## src/rtl/evtw_pkg.sv

```systemverilog
`timescale 1ns/1ps
package evtw_pkg;
  localparam int ADDR_W = 6;
  localparam int AMPL_W = 10;
  localparam int TIME_W = 10;

  // strobes from control to datapath
  typedef struct packed {
    logic push;   // write incoming word into the buffer
    logic pop;    // load head word into the shifter
    logic shift;  // advance the shifter by one lane
  } ctrl_t;
endpackage

```

## src/rtl/evtw_gray.sv

```systemverilog
`timescale 1ns/1ps
module evtw_gray #(
  parameter int W = 8
) (
  input  logic [W-1:0] bin,
  output logic [W-1:0] gray
);
  assign gray[W-1] = bin[W-1];
  for (genvar i = 0; i < W - 1; i++) begin : gBit
    assign gray[i] = bin[i] ^ bin[i+1];
  end
endmodule

```

## src/rtl/evtw_control.sv

```systemverilog
`timescale 1ns/1ps
module evtw_control
  import evtw_pkg::*;
#(
  parameter int FIFO_DEPTH = 16,
  parameter int BEATS = 24,
  parameter int CNT_W = $clog2(FIFO_DEPTH + 1)
) (
  input  logic             clk,
  input  logic             rstN,
  input  logic             evtValid,
  output ctrl_t            strb,
  output logic             serSync,
  output logic             overflow,
  output logic [CNT_W-1:0] fillLevel
);
  localparam int BEAT_W = $clog2(BEATS);

  logic              busy;
  logic [BEAT_W-1:0] beat;
  logic              isFull;
  logic              isEmpty;
  logic              lastBeat;

  assign isFull   = (fillLevel == CNT_W'(FIFO_DEPTH));
  assign isEmpty  = (fillLevel == '0);
  assign lastBeat = busy && (beat == BEAT_W'(BEATS - 1));

  always_comb begin
    strb.push  = evtValid && !isFull;
    strb.pop   = (!busy || lastBeat) && !isEmpty;
    strb.shift = busy && !strb.pop;
  end

  always_ff @(posedge clk) begin
    if (!rstN) begin
      fillLevel <= '0;
      busy      <= 1'b0;
      beat      <= '0;
      serSync   <= 1'b0;
      overflow  <= 1'b0;
    end else begin
      fillLevel <= fillLevel + CNT_W'(strb.push) - CNT_W'(strb.pop);
      serSync   <= strb.pop;
      overflow  <= overflow | (evtValid && isFull);
      if (strb.pop) begin
        busy <= 1'b1;
        beat <= '0;
      end else if (lastBeat) begin
        busy <= 1'b0;
        beat <= '0;
      end else if (busy) begin
        beat <= beat + BEAT_W'(1);
      end
    end
  end
endmodule

```

## src/rtl/evtw_datapath.sv

```systemverilog
`timescale 1ns/1ps
module evtw_datapath
  import evtw_pkg::*;
#(
  parameter int BC_W = 12,
  parameter int TRIG_W = 8,
  parameter int FIFO_DEPTH = 16,
  parameter int LANE_W = 2,
  parameter int WORD_W = 2 + ADDR_W + AMPL_W + TIME_W + BC_W + TRIG_W
) (
  input  logic              clk,
  input  logic              rstN,
  input  ctrl_t             strb,
  input  logic              bcTick,
  input  logic              trigAccept,
  input  logic              evtFlag,
  input  logic              evtThr,
  input  logic [ADDR_W-1:0] evtAddr,
  input  logic [AMPL_W-1:0] evtAmpl,
  input  logic [TIME_W-1:0] evtTime,
  output logic [LANE_W-1:0] serData,
  output logic [BC_W-1:0]   bcGray,
  output logic [TRIG_W-1:0] trigGray
);
  localparam int PTR_W = $clog2(FIFO_DEPTH);

  logic [BC_W-1:0]   bcBin;
  logic [TRIG_W-1:0] trigBin;
  logic [WORD_W-1:0] newWord;
  logic [WORD_W-1:0] store [FIFO_DEPTH];
  logic [PTR_W-1:0]  wrPtr;
  logic [PTR_W-1:0]  rdPtr;
  logic [WORD_W-1:0] shifter;

  always_ff @(posedge clk) begin
    if (!rstN) begin
      bcBin   <= '0;
      trigBin <= '0;
    end else begin
      if (bcTick)     bcBin   <= bcBin + BC_W'(1);
      if (trigAccept) trigBin <= trigBin + TRIG_W'(1);
    end
  end

  evtw_gray #(.W(BC_W))   uBcGray   (.bin(bcBin),   .gray(bcGray));
  evtw_gray #(.W(TRIG_W)) uTrigGray (.bin(trigBin), .gray(trigGray));

  assign newWord = {evtFlag, evtThr, evtAddr, evtAmpl, evtTime, bcGray, trigGray};

  always_ff @(posedge clk) begin
    if (strb.push) store[wrPtr] <= newWord;
  end

  always_ff @(posedge clk) begin
    if (!rstN) begin
      wrPtr   <= '0;
      rdPtr   <= '0;
      shifter <= '0;
    end else begin
      if (strb.push) wrPtr <= wrPtr + PTR_W'(1);
      if (strb.pop) begin
        shifter <= store[rdPtr];
        rdPtr   <= rdPtr + PTR_W'(1);
      end else if (strb.shift) begin
        shifter <= shifter << LANE_W;
      end
    end
  end

  assign serData = shifter[WORD_W-1 -: LANE_W];
endmodule

```

## src/rtl/evtWordStreamer.sv

```systemverilog
`timescale 1ns/1ps
module evtWordStreamer
  import evtw_pkg::*;
#(
  parameter int BC_W = 12,
  parameter int TRIG_W = 8,
  parameter int FIFO_DEPTH = 16,
  parameter int LANE_W = 2
) (
  input  logic              clk,
  input  logic              rstN,
  input  logic              bcTick,
  input  logic              trigAccept,
  input  logic              evtValid,
  input  logic              evtFlag,
  input  logic              evtThr,
  input  logic [5:0]        evtAddr,
  input  logic [9:0]        evtAmpl,
  input  logic [9:0]        evtTime,
  output logic [LANE_W-1:0] serData,
  output logic              serSync,
  output logic              overflow
);
  localparam int WORD_W = 2 + ADDR_W + AMPL_W + TIME_W + BC_W + TRIG_W;
  localparam int BEATS  = WORD_W / LANE_W;
  localparam int CNT_W  = $clog2(FIFO_DEPTH + 1);

  ctrl_t             strb;
  logic [CNT_W-1:0]  fillLevel;
  logic [BC_W-1:0]   bcGray;
  logic [TRIG_W-1:0] trigGray;

  evtw_control #(
    .FIFO_DEPTH(FIFO_DEPTH),
    .BEATS(BEATS),
    .CNT_W(CNT_W)
  ) uCtrl (
    .clk(clk),
    .rstN(rstN),
    .evtValid(evtValid),
    .strb(strb),
    .serSync(serSync),
    .overflow(overflow),
    .fillLevel(fillLevel)
  );

  evtw_datapath #(
    .BC_W(BC_W),
    .TRIG_W(TRIG_W),
    .FIFO_DEPTH(FIFO_DEPTH),
    .LANE_W(LANE_W),
    .WORD_W(WORD_W)
  ) uDp (
    .clk(clk),
    .rstN(rstN),
    .strb(strb),
    .bcTick(bcTick),
    .trigAccept(trigAccept),
    .evtFlag(evtFlag),
    .evtThr(evtThr),
    .evtAddr(evtAddr),
    .evtAmpl(evtAmpl),
    .evtTime(evtTime),
    .serData(serData),
    .bcGray(bcGray),
    .trigGray(trigGray)
  );
endmodule

```

## config.mk

```make
export PLATFORM = sky130hd
export DESIGN_NAME = evtWordStreamer
export DESIGN_NICKNAME = d
export VERILOG_FILES = /design/src/rtl/evtw_pkg.sv /design/src/rtl/evtw_gray.sv /design/src/rtl/evtw_control.sv /design/src/rtl/evtw_datapath.sv /design/src/rtl/evtWordStreamer.sv
export SDC_FILE = /design/constraint.sdc
export NUM_CORES = 1
export LEC_CHECK = 0
export CELL_PAD_IN_SITES_DETAIL_PLACEMENT = 0
export CELL_PAD_IN_SITES_GLOBAL_PLACEMENT = 1
export CORE_MARGIN = 8
export CORE_UTILIZATION = 35
export CTS_BUF_LIST = sky130_fd_sc_hd__clkbuf_4
export DETAILED_ROUTE_END_ITERATION = 6
export PLACE_DENSITY_LB_ADDON = 0.1
export SLEW_MARGIN = 20
export SYNTH_ARGS = -nofsm -noshare
export SYNTH_HDL_FRONTEND = slang
export SYNTH_SLANG_ARGS = --single-unit
```

## constraint.sdc

```tcl
create_clock -name clk -period 13.05 [get_ports clk]
set_clock_uncertainty 0.15 [all_clocks]
set_input_delay 1.305 -clock clk [delete_from_list [all_inputs] [get_ports clk]]
set_output_delay 1.305 -clock clk [all_outputs]
set_load 0.05 [all_outputs]
```

Word-level counts from Yosys, hierarchy flattened
Memory sizes are Yosys's and may differ from the RTL's. A register that Yosys moved wholly into a read port is not among the register bits.
Index checks and enable logic that the tools add are counted.
{"block": "word_totals", "rom_bits": 0, "memories": 1, "regBits": 89, "latch_bits": 0, "mem_bits_rw": 768}
{"memory": "uDp.store", "depth": 16, "width": 48, "rd": 1, "rd_ports_with_merged_regs": 1, "write_ports": 1, "line_no": "evtw_datapath.sv:30", "rtl": "logic [WORD_W-1:0] store [FIFO_DEPTH];"}
{"block": "op_classes", "n_reduce_logical": 14, "mul": 0, "shifts": 0, "order_cmp": 0, "mux": 8, "bitwise_logic": 20, "n_eq_ne": 2, "n_div": 0, "n_addsub": 7}
{"cell": "2-to-1 mux 48 bit", "count": 2}
{"cell": "XOR 1 bit", "count": 18}
{"cell": "adder 12 x 1 -> 12 bit (second input constant)", "count": 1}
{"cell": "equality test 5 bit (second input constant)", "count": 2}
{"cell": "adder 4 x 1 -> 4 bit (second input constant)", "count": 2}
{"cell": "adder 8 x 1 -> 8 bit (second input constant)", "count": 1}
{"cell": "2-to-1 mux 4 bit", "count": 2}
{"cell": "adder 5 x 1 -> 5 bit", "count": 1}
{"cell": "adder 5 x 1 -> 5 bit (second input constant)", "count": 1}
{"cell": "logical AND 1 bit", "count": 5}
{"cell": "zero test 5 bit", "count": 1}
{"cell": "subtractor 5 x 1 -> 5 bit", "count": 1}
{"cell": "zero test 1 bit", "count": 4}
{"cell": "2-to-1 mux 1 bit", "count": 4}
{"cell": "nonzero test 2 bit", "count": 2}
{"cell": "OR reduction 3 bit", "count": 1}
{"cell": "logical OR 1 bit", "count": 1}
{"cell": "NOT 1 bit", "count": 1}
{"cell": "bitwise OR 1 bit", "count": 1}

Longest topological paths before layout
Gate-level depths: netlist (run 1).
{"block": "depth", "word_depth": 8, "ltp_mapped": 16, "depth_no_buf": 14}

Cells and area by module
From an unflattened synthesis (run 1), not the netlist that was laid out.
{"block": "unflattened", "cells_unflattened": 1619, "area_unflattened_um2": 33109.3}
{"module": "evtw_datapath", "cells_per_inst": 1522, "area_per_inst_um2": 32215.9, "seq_area_each_um2": 24663.7, "instances": 1}
{"module": "evtw_control", "cells_per_inst": 77, "area_per_inst_um2": 720.7, "seq_area_each_um2": 260.2, "instances": 1}
{"module": "evtw_gray (uDp.uBcGray)", "cells_per_inst": 12, "area_per_inst_um2": 103.8, "seq_area_each_um2": 0.0, "instances": 1}
{"module": "evtw_gray (uDp.uTrigGray)", "cells_per_inst": 8, "area_per_inst_um2": 68.8, "seq_area_each_um2": 0.0, "instances": 1}

Least setup slack after synthesis (run 1)
OpenSTA, ideal clock, no wires.
{"block": "synth_path", "path_kind": "in2reg", "start": "input port evtValid", "end": "memory uDp.store[0][0] (netlist bit), enable pin", "arrival_time_ns": 5.015, "cell_stages": 4, "slack_ns": 7.372, "cell_sequence": "and2_1 clkbuf_1 nand2_1 nor3_1"}
{"block": "synth_via", "elab_chain_len": 3}
{"item": "start: declaration", "line_no": "evtWordStreamer.sv:14", "rtl": "input logic evtValid,"}
{"item": "logical AND 1 bit", "line_no": "evtw_control.sv:30", "rtl": "strb.push = evtValid && !isFull;"}
{"item": "2-to-1 mux 1 bit", "line_no": "evtw_datapath.sv:51", "rtl": "if (strb.push) store[wrPtr] <= newWord;"}
{"item": "2-to-1 mux 1 bit (not written as such)", "line_no": "evtw_datapath.sv:51"}
{"item": "end: declaration", "line_no": "evtw_datapath.sv:30"}
Every way passes these cells.

==> results.py, run 1 <==
metrics = {
    "placement": {
        "placed_area_um2": 34900,
        "dp_hpwl_mm": 43.6,
        "placement.io_buffers": 36,
        "gp_congestion": 0.702,
        "pre_cts_ws_ns": 8.65,
    },
    "detailed_routing": {
        "post_drt_wl_per_cell_um": 26.6,
        "drt_iter0_drc": 1321,
        "postRouteAntennaNets": 0,
        "via_per_inst": 5.18,
        "post-route-drc-count": 0,
        "drt_first_pass_iters": 5,
        "vias": 17000,
        "routed_wl_mm": 87.3,
    },
    "clocking": {
        "clock_latency_ns": 1.09,
        "clock-sinks": 861,
        "cts.path.max_buffers": 3,
        "clk_pin_slew_ns": 0.07,
        "cts-resized-gates": 0,
        "post_cts_buffers": 0,
        "root_buffer": "clkbuf_4",
        "numCtsBuffers": 229,
        "ctsHoldBuffers": 0,
        "htreeDepth": 4,
        "cts_tree": "yes",
    },
    "synthesis": {
        "synth_edf_count": 768,
        "yosysSeqAreaShare_pct": 75.6,
        "synthArstFlopShare_pct": 0,
        "synth_seq_cells": 861,
        "synth_top_cell_by_area": "edfxtp_1",
        "synthDistinctLibCells": 52,
        "synth_cells": 1626,
        "synth_area_um2": 33000,
        "synth_top_area_share_pct": 70.0,
        "synth_ff_type": "edfxtp_1",
        "syn-num-nets": 1688,
        "ys_warn_count": 0,
        "avgSynthCellArea_um2": 20.3,
        "yosys-top-cells-area": "edfxtp_1 (70%), mux4_2 (12%), dfxtp_1 (5.7%)",
    },
    "pwr": {
        "switchingPower_mw": 1.97,
        "peakVddDrop_mv": 0.0747,
        "p_seq_share_pct": 46.8,
        "leakagePower_nw": 12.2,
        "p_int_mw": 5.08,
        "p_clk_share_pct": 34.5,
        "p_sw_share_pct": 27.9,
        "p_comb_share_pct": 18.7,
        "powerDensity_nw_per_um2": 185,
    },
    "worst_setup_path": {
        "start_kind": "flip-flop",
        "path_delay_family": "buffers and inverters",
        "critical_path_class": "reg -> reg",
        "path_buf_inv": 2,
        "slowest_stage": "dfxtp_4",
        "cp-end-kind": "flip-flop",
        "cp_slowest_stage_delay_ns": 0.83,
        "path_cells": "buf_4 > buf_4 > mux4_2 > mux4_2 > nor2_1 > nor3_1",
        "worstPathArrival_ns": 4.79,
        "crit_required_ns": 13.80,
        "path_max_fanout": 39,
    },
    "hold_path": {
        "hp-class": "reg -> reg",
    },
    "cells_and_area": {
        "fin_area_um2": 38000,
        "synthToLayoutAreaGrowth_pct": 15.5,
        "final_cell_mix": "edfxtp_1 (768), clkbuf_4 (371), mux4_2 (180)",
        "fillers": 8516,
        "drive_above_1_share_pct": 32.1,
        "final_nets": 1898,
        "final_common_cell": "edfxtp_1",
    },
    "sta": {
        "setup_ws_ns": 9.01,
        "relSlewSlack_pct": 25.0,
        "min_period_ns": 4.04,
        "fin_crit_sh_pct": 31.0,
        "whs_ns": 0.325,
        "final-setup-viol-count": 0,
        "worst_slew_pin_slew_ns": 1.13,
        "hold_viol": 0,
        "fmax_ghz": 0.248,
        "rsz0062_at_grt": "no",
        "final_max_slew_viol_count": 0,
        "fin_setup_tns_ns": 0,
    },
    "global_route": {
        "antenna_found_initial": 1,
        "grt_pass1_wl_mm": 127,
        "overflow": 0,
        "grt_pass1_vias": 18100,
        "grt_max_degree": 88,
        "grt_use_total_pct": 16.9,
    },
    "floorplan": {
        "die-area_um2": 104000,
        "rows": 112,
        "core_area_um2": 93300,
        "die_y_um": 323,
        "die_w_um": 323,
        "initial_core_util_pct": 35.3,
        "ios": 37,
    },
    "run": {
        "maxCapViolations": 0,
    },
    "status": {
        "status": "completed",
    },
}
per-stage QoR:
| stage | power [mW] | std cells | util (%) |
|---|---|---|---|
| floorplan | 4.27 | 1626 | - |
| global route | 7.41 | 3282 | 40.8 |
| finish | 7.05 | 3282 | 40.8 |
| CTS | 7.18 | 3277 | 40.7 |
| global placement | 4.69 | 2854 | 37.3 |
| detailed placement | 4.71 | 2857 | 37.4 |
logic make-up after synthesis:
group	synth area share, %
AOI/OAI and AO/OA	4.69
xor gates and xnor gates	0.824
adders and majority gates	1.12
buffers and inverters	1.66
DFF	75.6
muxes	13.7
and+or+nand+nor	2.41
synth_stat cells (14+ instances only):
cell type	number
ha_1	28
clkbuf_1	47
mux4_2	180
o2bb2ai_1	30
edfxtp_1	768
dfxtp_1	93
xor2_1	20
buf_2	21
nand3_1	14
a22oi_1	76
a32oi_1	23
nor2_1	51
nand2_1	58
mux2i_1	40
buf_4	18
inv_1	14
metal layers:
layer,track usage [%],share of wire [%]
met5,0,0
met1,23.9,47
met2,26.2,47
met4,4.77,1.5
met3,3.75,4.9
state kept, by name, indices dropped and copies added (netlist names), named ones only:
register and cells:
uCtrl.busy 1, uCtrl.beat 5, uDp.trigBin 8, uDp.rdPtr 4, uDp.bcBin 12, uDp.shifter 48
uDp.wrPtr 4, uDp.store 768, uCtrl.overflow 1, uCtrl.fillLevel 5, uCtrl.serSync 1
worst paths after layout:
kind	cells after the start	slack, ns	end	from
hold / removal	1	0.32	uCtrl.overflow$_SDFF_PN0_	uCtrl.overflow$_SDFF_PN0_
hold reg to reg	1	0.32	uCtrl.overflow$_SDFF_PN0_	uCtrl.overflow$_SDFF_PN0_
setup reg to reg	6	9.01	uDp.shifter[46]$_SDFFE_PN0P_	flip-flop
setup / recovery	6	9.01	uDp.shifter[46]$_SDFFE_PN0P_	flip-flop
layout make-up:
type	instances	area, um^2	share of cell area [%]
antenna	3	7.51	0.0197
clock buffer	371	2790	7.32
clock inverter	49	289	0.760
inverter	15	56.3	0.148
multi-input combinational	652	7630	20.1
sequential	861	24900	65.5
tap	1254	1570	4.12
timing repair buffer	77	773	2.03
power groups by stage:
stage / registers, mW / clock network, mW / logic [mW]
floorplan: 3.26 / 0 / 1.01
global placement: 3.36 / 0 / 1.33
detailed placement: 3.36 / 0 / 1.35
CTS: 3.30 / 2.52 / 1.35
global route: 3.31 / 2.66 / 1.44
finish: 3.30 / 2.43 / 1.32
Power figures use the tool's default switching activity.
==> run 2: changes to the inputs <==
clock period = 3.37 ns   (was 13.05 ns; I/O delays follow)
==> run 2 against run 1 <==
Count of clock-buffer cells in the layout decreased by 23; global-route usage decreased by 0.13 points; critical path depth increased by 8; flip-flop and latch count unchanged; design area increased by 2.0%; hold slack got worse by 0.18 ns; first-iteration DRC count decreased by 18%; sequential share of layout area decreased by 1.3 points; clock power increased to 3.8 times the previous value.
==> results.py, run 2 (same netlist as run 1, synthesis figures left out) <==
metrics = {
    "status": {
        "status": "completed",
    },
    "worst_setup_path": {
        "r2r_slack_ns": 0.51,
        "critical_path_class": "reg -> reg",
        "path_delay_family": "adder cells",
        "worstSetupPathDepth": 14,
        "start_kind": "flip-flop",
        "cpMostUsedCell": "inv_1",
        "r2r-start": "uCtrl.fillLevel[2]$_SDFF_PN0_",
        "cp-end-kind": "flip-flop",
        "worstPathArrival_ns": 3.68,
        "path_cells": "inv_1 > ha_1 > nand4bb_1 > and2_1 > inv_1 > ha_1 > inv_1 > ha_1 > inv_1 > fa_1 > nand2b_1 > a21oi_1 > o21ai_0 > nor3b_1",
        "reg2reg_to": "uCtrl.fillLevel[4]$_SDFF_PN0_",
        "path_max_fanout": 4,
        "slowest_stage": "fa_1",
        "path_buf_inv": 4,
        "reg2regPathDepth": 14,
        "crit_required_ns": 4.19,
        "cp_slowest_stage_delay_ns": 0.41,
    },
    "sta": {
        "relSlewSlack_pct": 38.9,
        "fmax_ghz": 0.350,
        "setup_ws_ns": 0.515,
        "rsz0062_at_grt": "no",
        "final_max_slew_viol_count": 0,
        "hold_viol": 0,
        "min_period_ns": 2.86,
        "whs_ns": 0.148,
        "fin_crit_sh_pct": 84.7,
        "fin_setup_tns_ns": 0,
        "worst_slew_pin_slew_ns": 0.907,
        "final-setup-viol-count": 0,
    },
    "cells_and_area": {
        "multi_input_comb_area_um2": 7660,
        "drive_above_1_share_pct": 31.9,
        "synthToLayoutAreaGrowth_pct": 17.7,
        "reg_top3": "uDp.store x768, uDp.shifter x48, uDp.bcBin x12",
        "final_cell_mix": "edfxtp_1 (768), clkbuf_4 (348), mux4_2 (180)",
        "fin_cells": 3331,
        "largest_reg_flops": 768,
        "largest-register": "uDp.store",
        "postLayoutCoreUtil_pct": 41.6,
        "final_common_cell": "edfxtp_1",
        "fillers": 8508,
        "final_nets": 1947,
        "fin_area_um2": 38800,
        "seqCellArea_um2": 24900,
    },
    "placement": {
        "gp_congestion": 0.701,
        "dp_hpwl_mm": 45.0,
        "placement.io_buffers": 36,
        "placed_area_um2": 35500,
        "pre_cts_ws_ns": 0.472,
        "post-place-cells": 2882,
    },
    "clocking": {
        "clock-sinks": 861,
        "post_cts_buffers": 0,
        "ctsHoldBuffers": 31,
        "clk_pin_slew_ns": 0.06,
        "root_buffer": "clkbuf_4",
        "numCtsBuffers": 224,
        "cts_tree": "yes",
        "htreeDepth": 4,
        "cts.path.max_buffers": 3,
        "clock_latency_ns": 1.11,
        "cts-resized-gates": 0,
    },
    "global_route": {
        "overflow": 0,
        "grt_pass1_vias": 18600,
        "grt_pass1_wl_mm": 127,
        "grt_use_total_pct": 16.8,
        "grt_max_degree": 72,
        "antenna_found_initial": 4,
    },
    "pwr": {
        "power.total_mw": 27.1,
        "powerDensity_nw_per_um2": 700,
        "leakagePower_nw": 12.5,
        "peakVddDrop_mv": 0.404,
    },
    "detailed_routing": {
        "vias": 17100,
        "drt_first_pass_iters": 5,
        "routed_wl_mm": 86.3,
        "postRouteAntennaNets": 0,
        "via_per_inst": 5.14,
        "post-route-drc-count": 0,
        "drt_iter0_drc": 1086,
        "post_drt_wl_per_cell_um": 25.9,
    },
    "floorplan": {
        "rows": 112,
        "die-area_um2": 104000,
        "initial_core_util_pct": 35.3,
        "die_w_um": 323,
        "core_area_um2": 93300,
        "ios": 37,
        "die_y_um": 323,
    },
    "hold_path": {
        "min_path_cells": 1,
        "whs_endpoint": "uDp.store[14][32]$_DFFE_PP_",
        "hp-class": "in -> reg",
        "worstHoldStart": "evtAmpl[2]",
    },
    "run": {
        "maxCapViolations": 0,
    },
}
## run 2: report_power, final
group,internal [mW],switching (mW)
Clock,4.85,4.30
Sequential,12.2,0.415
Combinational,2.50,2.90
Total,19.5,7.61
## run 2: cell type report
type | instances | area share (%)
clock inverter | 60 | 0.880
clock buffer | 348 | 6.73
antenna | 10 | 0.0645
timing repair buffer | 131 | 4.13
multi-input combinational | 652 | 19.7
inverter | 15 | 0.145
tap | 1254 | 4.04
sequential | 861 | 64.3
## run 2: worst max-delay path by stage
stage	start	endpoint	slack, ns
finish	uCtrl.fillLevel[2]$_SDFF_PN0_	uCtrl.fillLevel[4]$_SDFF_PN0_	0.51
floorplan	uCtrl.fillLevel[2]$_SDFF_PN0_	uDp.store[4][0]$_DFFE_PP_	-0.46
detailed placement	evtValid	uCtrl.fillLevel[4]$_SDFF_PN0_	0.47
global route	uCtrl.fillLevel[2]$_SDFF_PN0_	uCtrl.fillLevel[4]$_SDFF_PN0_	0.23
global placement	evtValid	uCtrl.fillLevel[4]$_SDFF_PN0_	0.42
CTS	uDp.shifter[47]$_SDFFE_PN0P_	serData[1]	0.38
## run 2: metal layers
layer / share of wire (%) / global-route usage, % / vias to the layer above
met3: 4.4 / 3.52 / 131
met1: 46 / 22.8 / 9114
met2: 48 / 27.0 / 428
met5: 0 / 0 / -
met4: 1.7 / 5.27 / 0
li1: - / - / 7442
==> run 3: changes to the inputs <==
clock period = 2.7 ns   (was 3.37 ns; I/O delays follow)
==> run 3 against run 2 <==
Non-clock buffer count increased by 57; critical path depth fell by 1; die area did not move; clock power increased by 25%; cell count is 1.9% higher; first-iteration DRC count down 2.5%; critical endpoint unchanged.
==> results.py, run 3 (same netlist as run 1, synthesis figures left out) <==
metrics = {
    "sta": {
        "setup_ws_ns": 0.162,
        "min_period_ns": 2.54,
        "fin_crit_sh_pct": 94.0,
        "fmax_ghz": 0.394,
        "whs_ns": 0.182,
        "final-setup-viol-count": 0,
        "hold_viol": 0,
        "final_max_slew_viol_count": 0,
        "worst_slew_pin_slew_ns": 0.938,
        "relSlewSlack_pct": 37.3,
    },
    "pwr": {
        "p_seq_share_pct": 45.6,
        "leakagePower_nw": 12.8,
        "power.total_mw": 34.4,
        "peakVddDrop_mv": 0.373,
        "p_clk_share_pct": 33.1,
        "p_comb_share_pct": 21.3,
        "powerDensity_nw_per_um2": 871,
        "p_sw_share_pct": 28.5,
        "switchingPower_mw": 9.79,
        "p_int_mw": 24.6,
    },
    "global_route": {
        "overflow": 0,
        "grt_pass1_wl_mm": 128,
        "grt_use_total_pct": 17.1,
        "grt_pass1_vias": 18400,
        "antenna_found_initial": 4,
        "grt_max_degree": 53,
    },
    "placement": {
        "placement.io_buffers": 36,
        "pre_cts_ws_ns": 0.130,
        "dp_hpwl_mm": 50.9,
        "gp_congestion": 0.719,
    },
    "worst_setup_path": {
        "path_buf_inv": 3,
        "worstPathArrival_ns": 3.30,
        "cp_slowest_stage_delay_ns": 0.38,
        "slowest_stage": "dfxtp_1",
        "cp-end-kind": "flip-flop",
        "path_delay_family": "adder cells",
        "critical_path_class": "reg -> reg",
        "start_kind": "flip-flop",
        "path_cells": "ha_2 > nand4b_1 > a21o_1 > inv_8 > ha_4 > inv_2 > ha_4 > inv_2 > fa_2 > nand2b_4 > a21oi_2 > o21ai_1 > nor3b_1",
        "crit_required_ns": 3.46,
        "path_max_fanout": 3,
    },
    "clocking": {
        "clock_latency_ns": 1.08,
        "numCtsBuffers": 225,
        "clk_pin_slew_ns": 0.07,
        "cts_tree": "yes",
        "cts.path.max_buffers": 3,
        "clock-sinks": 861,
        "root_buffer": "clkbuf_4",
        "htreeDepth": 4,
    },
    "cells_and_area": {
        "drive_above_1_share_pct": 34.0,
        "final_common_cell": "edfxtp_1",
        "postLayoutCoreUtil_pct": 42.3,
        "fillers": 8376,
        "largest-register": "uDp.store",
        "final_cell_mix": "edfxtp_1 (768), clkbuf_4 (343), mux4_2 (180)",
        "synthToLayoutAreaGrowth_pct": 19.9,
        "seqCellArea_um2": 24900,
        "reg_top3": "uDp.store x768, uDp.shifter x48, uDp.bcBin x12",
        "multi_input_comb_area_um2": 7750,
        "largest_reg_flops": 768,
        "final_nets": 2005,
    },
    "floorplan": {
        "die_w_um": 323,
        "ios": 37,
        "core_area_um2": 93300,
        "die_y_um": 323,
        "die-area_um2": 104000,
        "rows": 112,
        "initial_core_util_pct": 35.3,
    },
    "detailed_routing": {
        "drt_first_pass_iters": 5,
        "post_drt_wl_per_cell_um": 26.1,
        "post-route-drc-count": 0,
        "drt_iter0_drc": 1059,
        "via_per_inst": 5.09,
        "routed_wl_mm": 88.5,
        "vias": 17300,
        "postRouteAntennaNets": 0,
    },
    "hold_path": {
        "hp-class": "in -> reg",
    },
    "status": {
        "status": "completed",
    },
    "run": {
        "maxCapViolations": 0,
    },
}
==> run 3: power by group through the flow <==
stage	clock network, mW	registers (mW)	logic, mW
after floorplan	0	15.7	5.09
after global placement	0	16.0	7.45
after detailed placement	0	16.0	7.46
after CTS	11.9	15.7	7.51
after global routing	12.5	15.7	7.93
final	11.4	15.7	7.34
==> run 3: worst reg2reg max path, stage by stage (launching register included) <==
cell	delay [ns]
dfxtp_1	0.38
ha_2	0.21
nand4b_1	0.14
a21o_1	0.25
inv_8	0.07
ha_4	0.19
inv_2	0.06
ha_4	0.12
inv_2	0.03
fa_2	0.34
nand2b_4	0.15
a21oi_2	0.13
o21ai_1	0.08
nor3b_1	0.14
==> run 3: final timing paths <==
| check | endpoint | slack (ns) | cells after the start | from |
|---|---|---|---|---|
| setup / recovery | uCtrl.fillLevel[4]$_SDFF_PN0_ | 0.16 | 13 | uCtrl.beat[0]$_SDFFE_PP0P_ |
| hold / removal | uDp.store[4][36]$_DFFE_PP_ | 0.18 | 1 | evtAmpl[6] |
| setup reg to reg | uCtrl.fillLevel[4]$_SDFF_PN0_ | 0.16 | 13 | uCtrl.beat[0]$_SDFFE_PP0P_ |
| hold reg to reg | uCtrl.overflow$_SDFF_PN0_ | 0.35 | 1 | uCtrl.overflow$_SDFF_PN0_ |
==> run 3: metal layers <==
layer	part of all wire [%]	track usage, %	vias up
li1	-	-	7563
met4	2.2	5.69	2
met1	45	22.8	9140
met2	48	27.7	419
met3	4.8	3.79	143
met5	0.015	0	-
==> run 3: area by class of cell <==
type / count / share of cell area (%)
Sequential cell: 861 / 63.1
Multi-Input combinational cell: 652 / 19.6
Clock buffer: 343 / 6.52
Timing Repair Buffer: 188 / 5.58
Tap cell: 1254 / 3.97
Clock inverter: 74 / 0.991
Inverter: 15 / 0.161
Antenna cell: 7 / 0.0443
==> run 3: through the flow <==
stage          TNS (ns)  cell area [um^2]  cells
2_1_floorplan    -29.23             33200   1626
3_3_place_gp          0             36200   2938
3_5_place_dp          0             36200   2938
4_1_cts               0             39500   3385
5_1_grt        -0.00190             39500   3393
6_report              0             39500   3394
==> run 3: what timing repair did <==
item / in CTS / in global routing
pin swaps: 0 / 2
gates cloned: 0 / 0
hold buffers: 30 / 0
gates resized for setup: 5 / 2
setup endpoints to repair: 4 / 1
endpoints found under the hold margin: 479 / 0
setup buffers: 0 / 1
